==> src/rtl/pfg_pkg.sv <==
package pfg_pkg;

  typedef enum logic [1:0] {
    GS_PASS = 2'd0,
    GS_HOLD = 2'd1,
    GS_PROT = 2'd2
  } guard_st_e;

  // counter width able to hold 0..lim
  function automatic int unsigned cnt_width(input int unsigned lim);
    return (lim < 1) ? 1 : $clog2(lim + 1);
  endfunction

  // memory enable as seen by the RAM for a given state
  function automatic logic gate_ce(input guard_st_e st, input logic cei_n);
    return (st == GS_PROT) ? 1'b1 : cei_n;
  endfunction

  // next state of the guard
  function automatic guard_st_e guard_next(input guard_st_e st, input logic fail,
                                           input logic cei_n, input logic hold_last,
                                           input logic rec_done);
    guard_st_e nx;
    nx = st;
    case (st)
      GS_PASS: if (fail) nx = cei_n ? GS_PROT : GS_HOLD;
      GS_HOLD: if (cei_n || hold_last) nx = GS_PROT;
      GS_PROT: if (rec_done && cei_n) nx = GS_PASS;
      default: nx = GS_PROT;
    endcase
    return nx;
  endfunction

endpackage

==> src/rtl/pfg_sync.sv <==
module pfg_sync #(
  parameter int unsigned STAGES = 2
) (
  input  logic clk,
  input  logic rst_n,
  input  logic d,
  output logic q
);
  logic [STAGES-1:0] chain;

  generate
    if (STAGES == 1) begin : g_one
      always_ff @(posedge clk or negedge rst_n) begin
        if (!rst_n) chain <= '0;
        else        chain <= d;
      end
    end else begin : g_many
      always_ff @(posedge clk or negedge rst_n) begin
        if (!rst_n) chain <= '0;
        else        chain <= {chain[STAGES-2:0], d};
      end
    end
  endgenerate

  assign q = chain[STAGES-1];
endmodule

==> src/rtl/pfg_count.sv <==
module pfg_count #(
  parameter int unsigned LIMIT = 4,
  parameter int unsigned W     = 3
) (
  input  logic         clk,
  input  logic         rst_n,
  input  logic         clr,
  input  logic         inc,
  output logic [W-1:0] cnt,
  output logic         at_lim
);
  localparam logic [W-1:0] LIM_W = W'(LIMIT);

  always_ff @(posedge clk or negedge rst_n) begin
    if (!rst_n)                     cnt <= '0;
    else if (clr)                   cnt <= '0;
    else if (inc && cnt != LIM_W)   cnt <= cnt + W'(1);
  end

  assign at_lim = (cnt == LIM_W);

  // limit is reached only by counting, never straight out of a clear (serves R4, R7)
  assert_lim_by_step_R7: assert property (@(posedge clk) disable iff (!rst_n)
    ($rose(at_lim) && LIMIT > 0) |-> ($past(inc) && !$past(clr)));
endmodule

==> src/rtl/pfg_fsm.sv <==
module pfg_fsm
  import pfg_pkg::*;
(
  input  logic      clk,
  input  logic      rst_n,
  input  logic      fail,
  input  logic      cei_n,
  input  logic      hold_last,
  input  logic      rec_done,
  output guard_st_e st
);
  guard_st_e st_nx;

  always_comb st_nx = guard_next(st, fail, cei_n, hold_last, rec_done);

  always_ff @(posedge clk or negedge rst_n) begin
    if (!rst_n) st <= GS_PROT;   // start protected
    else        st <= st_nx;
  end

  // hold is entered only for an access that was active at detection
  assert_hold_entry_R3: assert property (@(posedge clk) disable iff (!rst_n)
    (st == GS_HOLD && $past(st) == GS_PASS) |-> ($past(!cei_n) && $past(fail)));

  // release happens only on an idle enable
  assert_release_idle_R8: assert property (@(posedge clk) disable iff (!rst_n)
    (st == GS_PASS && $past(st) == GS_PROT) |-> $past(cei_n));

  // release needs a completed recovery count
  assert_release_count_R7: assert property (@(posedge clk) disable iff (!rst_n)
    (st == GS_PASS && $past(st) != GS_PASS) |-> $past(rec_done));

  // hold never returns straight to pass
  assert_hold_exit_R4: assert property (@(posedge clk) disable iff (!rst_n)
    ($past(st) == GS_HOLD) |-> (st != GS_PASS));
endmodule

==> src/rtl/pfg_ce_guard.sv <==
module pfg_ce_guard
  import pfg_pkg::*;
#(
  parameter int unsigned SYNC_STAGES = 2,
  parameter int unsigned HOLD_CYC    = 8,
  parameter int unsigned DIS_CYC     = 2,
  parameter int unsigned REC_CYC     = 4
) (
  input  logic clk,
  input  logic rst_n,
  input  logic vcc_ok,
  input  logic cei_n,
  output logic ceo_n
);
  localparam int unsigned HOLD_LIM = (HOLD_CYC > 0) ? HOLD_CYC - 1 : 0;
  localparam int unsigned HOLD_W   = cnt_width(HOLD_LIM);
  localparam int unsigned DIS_LIM  = (DIS_CYC > 0) ? DIS_CYC : 1;
  localparam int unsigned DIS_W    = cnt_width(DIS_LIM);
  localparam int unsigned REC_W    = cnt_width(REC_CYC);

  // named internal events
  logic              vcc_ok_s;
  logic              fail_s;
  logic              hold_last;
  logic              rec_done;
  logic              lat_hit;
  logic [HOLD_W-1:0] hold_cnt;
  logic [REC_W-1:0]  rec_cnt;
  logic [DIS_W-1:0]  lat_cnt;
  guard_st_e         st;

  pfg_sync #(.STAGES(SYNC_STAGES)) u_sync (
    .clk(clk), .rst_n(rst_n), .d(vcc_ok), .q(vcc_ok_s)
  );

  assign fail_s = !vcc_ok_s;

  // hold timeout: at_lim marks the last allowed hold cycle
  pfg_count #(.LIMIT(HOLD_LIM), .W(HOLD_W)) u_hold (
    .clk(clk), .rst_n(rst_n),
    .clr(st != GS_HOLD), .inc(st == GS_HOLD),
    .cnt(hold_cnt), .at_lim(hold_last)
  );

  // recovery: consecutive good samples while protected
  pfg_count #(.LIMIT(REC_CYC), .W(REC_W)) u_rec (
    .clk(clk), .rst_n(rst_n),
    .clr((st != GS_PROT) || fail_s), .inc(1'b1),
    .cnt(rec_cnt), .at_lim(rec_done)
  );

  // disable latency: cycles a detected failure spends in pass
  pfg_count #(.LIMIT(DIS_LIM), .W(DIS_W)) u_lat (
    .clk(clk), .rst_n(rst_n),
    .clr(!(st == GS_PASS && fail_s)), .inc(1'b1),
    .cnt(lat_cnt), .at_lim(lat_hit)
  );

  pfg_fsm u_fsm (
    .clk(clk), .rst_n(rst_n), .fail(fail_s), .cei_n(cei_n),
    .hold_last(hold_last), .rec_done(rec_done), .st(st)
  );

  // combinational path in pass and hold, forced off when protected
  always_comb ceo_n = gate_ce(st, cei_n);

  // the memory enable is never active unless the processor asks for it
  assert_no_spurious_ce_R6: assert property (@(posedge clk) disable iff (!rst_n)
    !ceo_n |-> !cei_n);

  // a held access cannot outlast its budget
  assert_hold_bound_R4: assert property (@(posedge clk) disable iff (!rst_n)
    (st == GS_HOLD) |-> (hold_cnt <= HOLD_W'(HOLD_LIM)));

  // detected failure leaves pass before the disable latency elapses
  assert_dis_latency_R5: assert property (@(posedge clk) disable iff (!rst_n)
    lat_hit |-> (st != GS_PASS));

  // latency counter only runs after a failure seen in pass
  assert_lat_source_R2: assert property (@(posedge clk) disable iff (!rst_n)
    (lat_cnt != '0) |-> ($past(fail_s) && $past(st) == GS_PASS));

  // recovery count starts fresh on each protection episode
  assert_rec_clear_R7: assert property (@(posedge clk) disable iff (!rst_n)
    ($past(st) != GS_PROT) |-> (rec_cnt == '0));

  // a protected guard drops out only when asked by a clean release
  assert_prot_holds_R6: assert property (@(posedge clk) disable iff (!rst_n)
    ($past(st) == GS_PROT && !$past(cei_n)) |-> (st == GS_PROT));
endmodule

==> config.mk <==
export PLATFORM = sky130hd
export DESIGN_NAME = pfg_ce_guard
export DESIGN_NICKNAME = d
export VERILOG_FILES = /design/src/rtl/pfg_pkg.sv /design/src/rtl/pfg_sync.sv /design/src/rtl/pfg_count.sv /design/src/rtl/pfg_fsm.sv /design/src/rtl/pfg_ce_guard.sv
export SDC_FILE = /design/constraint.sdc
export NUM_CORES = 1
export LEC_CHECK = 0
export ABC_AREA = 0
export ABC_CLOCK_PERIOD_IN_PS = 1970
export CORE_AREA = 3 3 40 42
export DETAILED_ROUTE_END_ITERATION = 7
export DIE_AREA = 0 0 43 45
export PLACE_DENSITY_LB_ADDON = 0.2
export SYNTH_ARGS = -nofsm -noshare
export SYNTH_HDL_FRONTEND = slang
export SYNTH_SLANG_ARGS = --single-unit
==> constraint.sdc <==
create_clock -name clk -period 1.97 [get_ports clk]
set_clock_uncertainty 0.2 [all_clocks]
set_input_delay 0.394 -clock clk [delete_from_list [all_inputs] [get_ports clk]]
set_output_delay 0.394 -clock clk [all_outputs]
set_load 0.005 [all_outputs]
==> impl_metrics.json, run 1 <==
{
  "dp_cells": 63,
  "placementRows": 13,
  "syn_area_sq_um": 483.0,
  "final_util": 0.4635,
  "cp-start-kind": "input port",
  "hpwlAfterDp_um": 708.9,
  "start_util": 0.3759,
  "design.portCount": 5,
  "syn_inst": 43,
  "cts_hold_buf": 0,
  "cts_buffers": 3,
  "fin_crit_ns": 1.914,
  "setup_viol": 0,
  "ys_seq_area_frac": 0.5207,
  "pre_cts_ws_ns": -0.1925,
  "fin_cells": 68,
  "drtIter0Drc": 5,
  "cts-root-buf": "clkbuf_4",
  "clock-sinks": 10,
  "drive_gt1_frac": 0.2453,
  "ant_nets": 0,
  "cap_violations": 0,
  "first_global_vias": 359,
  "coreArea_sq_um": 1285,
  "antenna_found_initial": 0,
  "avgSynthCellArea_sq_um": 11.23,
  "cts.clk_slew.worst_paths_ns": 0.06,
  "yosysTopAreaCellShare": 0.4663,
  "crit_fanout": 2,
  "hold_slack_ns": 0.1706,
  "leakagePower_nw": 0.2773,
  "grt_pass1_wl_mm": 1.490,
  "postPlaceCellArea_sq_um": 551.8,
  "min_path_type": "register to register",
  "diodes": 0,
  "synthTopCellsByArea": "dfrtp_1 47%, ha_1 10%, dfstp_2 5.4%, nor2_1 4.7%, mux2i_1 4.1%",
  "ys_seq_elements": 10,
  "status": "complete, no violations",
  "drc": 0,
  "worst_ep_required_time_ns": 1.38,
  "grt_setup_unrepaired": "no",
  "finalMaxSlewViolations": 0,
  "crit_arrival_ns": 1.32,
  "routed_via_density": 4.809,
  "die-height_um": 45,
  "synth_cell_type_count": 22,
  "synthToLayoutAreaGrowth_pct": 23.32,
  "fin_nets": 62,
  "post-route-period-util": 0.9716,
  "die_x_um": 43,
  "synth.largest_area_cell": "dfrtp_1",
  "fp.dieArea_sq_um": 1935,
  "worst_pin_slew_ns": 0.4583,
  "fin_area_sq_um": 595.6,
  "cts_max_level": 1,
  "track_usage": 0.1079,
  "syn-num-nets": 51,
  "hold_viol": 0,
  "power_uw": 678.6,
  "timing.fmax_mhz": 522.5,
  "clk_latency_ns": 0.26,
  "p_per_area_nw_per_um2": 1139,
  "cts_tree": "done",
  "yosys_warnings": 0,
  "critPathKind": "input port to primary output",
  "via_count": 327,
  "wl_per_cell_um": 12.74,
  "relSlewSlack": 0.6935,
  "first_pass_iters": 3,
  "end_kind": "primary output",
  "irDropWorstVdd_mv": 0.5371,
  "gp_congestion": 0.6411,
  "globalRouteOverflowTotal": 0,
  "port_buffers": 4,
  "setup_tns_ns": 0,
  "grt_max_degree": 11,
  "drt-total-wl_um": 866,
  "worst_slack_ns": 0.05597,
  "clock_path_buffers": 2
}
==> synth_stat cells <==
master     number
ha_1            4
o21a_1          1
xnor2_1         1
nor2b_1         2
mux2i_1         2
dfstp_2         1
o22a_1          1
a21oi_1         1
nand2_2         1
a2111oi_2       1
xor2_1          1
buf_2           1
nand3_1         1
nand2b_1        1
or2_2           1
nor2b_2         1
nor3_2          1
nand2_1         3
nand4_1         1
inv_1           2
dfrtp_1         9
nor2_1          6
==> sequential cells by signal, summed over array words and instances (netlist names) <==
register      cells
u_sync.chain      2
u_fsm.st          2
u_hold.cnt        3
u_rec.cnt         3
==> layout make-up <==
cell class / count / area [sq um]
clock buffers: 4 / 36.28
fillers: 121 / 689.4
inverters: 2 / 7.507
multi-input cells: 30 / 219.0
flip-flops and latches: 10 / 251.5
well taps: 15 / 18.77
repair buffers: 7 / 62.56
==> path summary, 6_finish.rpt <==
kind / start / endpoint / slack [ns] / depth (start not counted)
min: u_sync.chain[0]$_DFF_PN0_ / u_sync.chain[1]$_DFF_PN0_ / 0.17 / 0
max reg2reg: u_hold.cnt[0]$_DFFE_PN0P_ / u_fsm.st[1]$_DFFE_PN1P_ / 0.42 / 4
min in group asynchronous: rst_n / u_fsm.st[0]$_DFFE_PN0P_ / 0.25 / 1
max: cei_n / ceo_n / 0.06 / 3
min reg2reg: u_sync.chain[0]$_DFF_PN0_ / u_sync.chain[1]$_DFF_PN0_ / 0.17 / 0
max in group asynchronous: rst_n / u_fsm.st[1]$_DFFE_PN1P_ / 0.98 / 1
==> per-layer routing <==
layer / vias up / wire, um / GRT usage
li1: 163 / - / -
met1: 159 / 355 / 0.1125
met2: 3 / 485 / 0.1946
met3: 2 / 19 / 0.02390
met4: 0 / 5 / 0.07229
met5: - / 0 / 0
==> placed cells by master, fill, tap and decap left out, types with 2 or more instances in the layout <==
cell / instances
ha_1: 4
clkbuf_4: 3
mux2i_1: 2
buf_4: 3
clkdlybuf4s50_1: 3
inv_1: 2
nand2_1: 3
nor2b_1: 2
nor2_1: 6
dfrtp_1: 9
==> power by group <==
group	leakage, nW	internal, mW	switching [mW]
Sequential	0.129	0.252	0.0371
Clock	0.0210	0.112	0.0659
Combinational	0.127	0.113	0.0991
==> worst max-delay path, stage by stage <==
cell and delay, ns:
clkdlybuf4s50_1 0.42, or2_2 0.30, clkdlybuf4s15_1 0.21
==> kinds of logic (layout without fill, tap and decap cells) <==
family,count (synthesis),count (layout),synth area share
AND/OR/NAND/NOR,18,18,0.1969
flip-flops,10,10,0.5207
adder cells (fa/ha/maj),4,4,0.1036
AO/OA/AOI/OAI,4,4,0.07512
buffers and inverters,3,13,0.02590
XOR/XNOR,2,2,0.03628
multiplexers,2,2,0.04145
==> timing repair <==
action / CTS / global route
resized for setup: 2 / 0
setup endpoints to repair: 1 / 0
buffers inserted: 1 / 0
(Power assumes the default switching activity.)
==> run 2: changes to the inputs <==
--- a/config.mk
+++ b/config.mk
@@ -11,6 +11,7 @@
 export DETAILED_ROUTE_END_ITERATION = 7
 export DIE_AREA = 0 0 43 45
 export PLACE_DENSITY_LB_ADDON = 0.2
+export REMOVE_ABC_BUFFERS = 1
 export SYNTH_ARGS = -nofsm -noshare
 export SYNTH_HDL_FRONTEND = slang
 export SYNTH_SLANG_ARGS = --single-unit
==> run 2 against run 1 <==
Compared with the run above: non-clock buffer count unchanged; flip-flop and latch count did not move; utilization decreased by 0.78 points; combinational power is 3% higher; die area did not move; power down 4.0%; via count up 0.61%; worst setup slack got worse by 0.00091 ns; critical endpoint unchanged; highest routed layer unchanged.
==> impl_metrics.json, run 2 (synthesis gave the netlist of run 1 again) <==
{
  "status": "complete, no violations",
  "diodes": 0,
  "track_usage": 0.1178,
  "fp.dieArea_sq_um": 1935,
  "grt_setup_unrepaired": "no",
  "die-height_um": 45,
  "cts.clk_slew.worst_paths_ns": 0.07,
  "timing.fmax_mhz": 522.2,
  "critPathKind": "input port to primary output",
  "start_util": 0.3759,
  "clock_path_buffers": 2,
  "leakagePower_nw": 0.2713,
  "ant_nets": 0,
  "use_met3": 0.03586,
  "die_x_um": 43,
  "grt.met1_usage": 0.1443,
  "hpwlAfterDp_um": 706.3,
  "grt_pass1_wl_mm": 1.635,
  "min_path_type": "register to register",
  "drtIter0Drc": 3,
  "first_pass_iters": 2,
  "wl_per_cell_um": 13.15,
  "cts_max_level": 1,
  "finalMaxSlewViolations": 0,
  "crit_fanout": 2,
  "drt-total-wl_um": 894,
  "fin_nets": 62,
  "post-route-period-util": 0.9721,
  "cts-root-buf": "clkbuf_4",
  "fin_cells": 68,
  "setup_tns_ns": 0,
  "fillers": 123,
  "crit_arrival_ns": 1.32,
  "worst_slack_ns": 0.05505,
  "p_per_area_nw_per_um2": 1113,
  "hold_viol": 0,
  "clk_latency_ns": 0.26,
  "first_global_vias": 354,
  "cts_tree": "done",
  "end_kind": "primary output",
  "via_count": 329,
  "use_met2": 0.1826,
  "routed_via_density": 4.838,
  "cts_hold_buf": 0,
  "reg_top3": "u_hold.cnt x3, u_rec.cnt x3",
  "globalRouteOverflowTotal": 0,
  "dp_cells": 63,
  "pre_cts_ws_ns": -0.1882,
  "final_cell_mix": "9 x dfrtp_1, 6 x nor2_1, 4 x ha_1",
  "cp-start-kind": "input port",
  "antenna_found_initial": 0,
  "design.portCount": 5,
  "worst_ep_required_time_ns": 1.38,
  "placementRows": 13,
  "cts_buffers": 3,
  "cap_violations": 0,
  "gp_congestion": 0.6414,
  "relSlewSlack": 0.6867,
  "irDropWorstVdd_mv": 0.5005,
  "setup_viol": 0,
  "synthToLayoutAreaGrowth_pct": 21.24,
  "grt_max_degree": 11,
  "fin_crit_ns": 1.915,
  "hold_slack_ns": 0.1706,
  "coreArea_sq_um": 1285,
  "drive_gt1_frac": 0.2264,
  "port_buffers": 4,
  "worst_pin_slew_ns": 0.4684,
  "final_common_cell": "dfrtp_1",
  "grt.busiest_layer": "met2",
  "clock-sinks": 10,
  "drc": 0
}
run 2: cell types whose count changed in the layout (fill, tap and decap cells not counted):
cell / before / now
clkbuf_1: 0 / 1
clkbuf_8: 1 / 0
run 2: worst paths after layout:
check	from	endpoint	slack, ns	cells after the start
max	cei_n	ceo_n	0.06	3
min	u_sync.chain[0]$_DFF_PN0_	u_sync.chain[1]$_DFF_PN0_	0.17	0
max reg2reg	u_hold.cnt[0]$_DFFE_PN0P_	u_fsm.st[1]$_DFFE_PN1P_	0.42	4
min reg2reg	u_sync.chain[0]$_DFF_PN0_	u_sync.chain[1]$_DFF_PN0_	0.17	0
max in group asynchronous	rst_n	u_fsm.st[1]$_DFFE_PN1P_	0.96	1
min in group asynchronous	rst_n	u_sync.chain[0]$_DFF_PN0_	0.25	1
run 2: final cells by class:
class                           count  area, sq um  area share
Sequential cell                    10        251.5      0.4295
Timing Repair Buffer                7        62.56      0.1068
Tap cell                           15        18.77     0.03205
Inverter                            2        7.507     0.01282
Clock buffer                        4        26.28     0.04487
Multi-Input combinational cell     30        219.0      0.3739
run 2: per-layer routing:
metal / wire length [um] / part of all wire
met3: 26 / 0.029
met2: 460 / 0.51
met1: 394 / 0.44
met4: 12 / 0.013
met5: 0 / 0
run 2: critical path, stage by stage:
cell	delay, ns
clkdlybuf4s50_1	0.42
or2_2	0.30
clkdlybuf4s15_1	0.21
run 2: report_power, final:
part	total [mW]	switching [mW]	internal (mW)
clock network	0.145	0.0673	0.0778
logic	0.218	0.105	0.113
registers	0.288	0.0364	0.252
total	0.652	0.209	0.443
run 2: repair_timing:
item,in CTS,in global routing
setup buffers,1,0
resized for setup,2,0
setup endpoints to repair,1,0
run 2: metrics by stage:
| stage | cell area, sq um | util | power, mW |
|---|---|---|---|
| 6_report | 585.6 | 0.4557 | 0.6515 |
| 5_1_grt | 585.6 | 0.4557 | 0.7049 |
| 4_1_cts | 585.6 | 0.4557 | 0.6634 |
| 3_5_place_dp | 551.8 | 0.4294 | 0.5011 |
| 3_3_place_gp | 551.8 | 0.4294 | 0.4753 |
| 2_1_floorplan | 478.0 | - | 0.4165 |
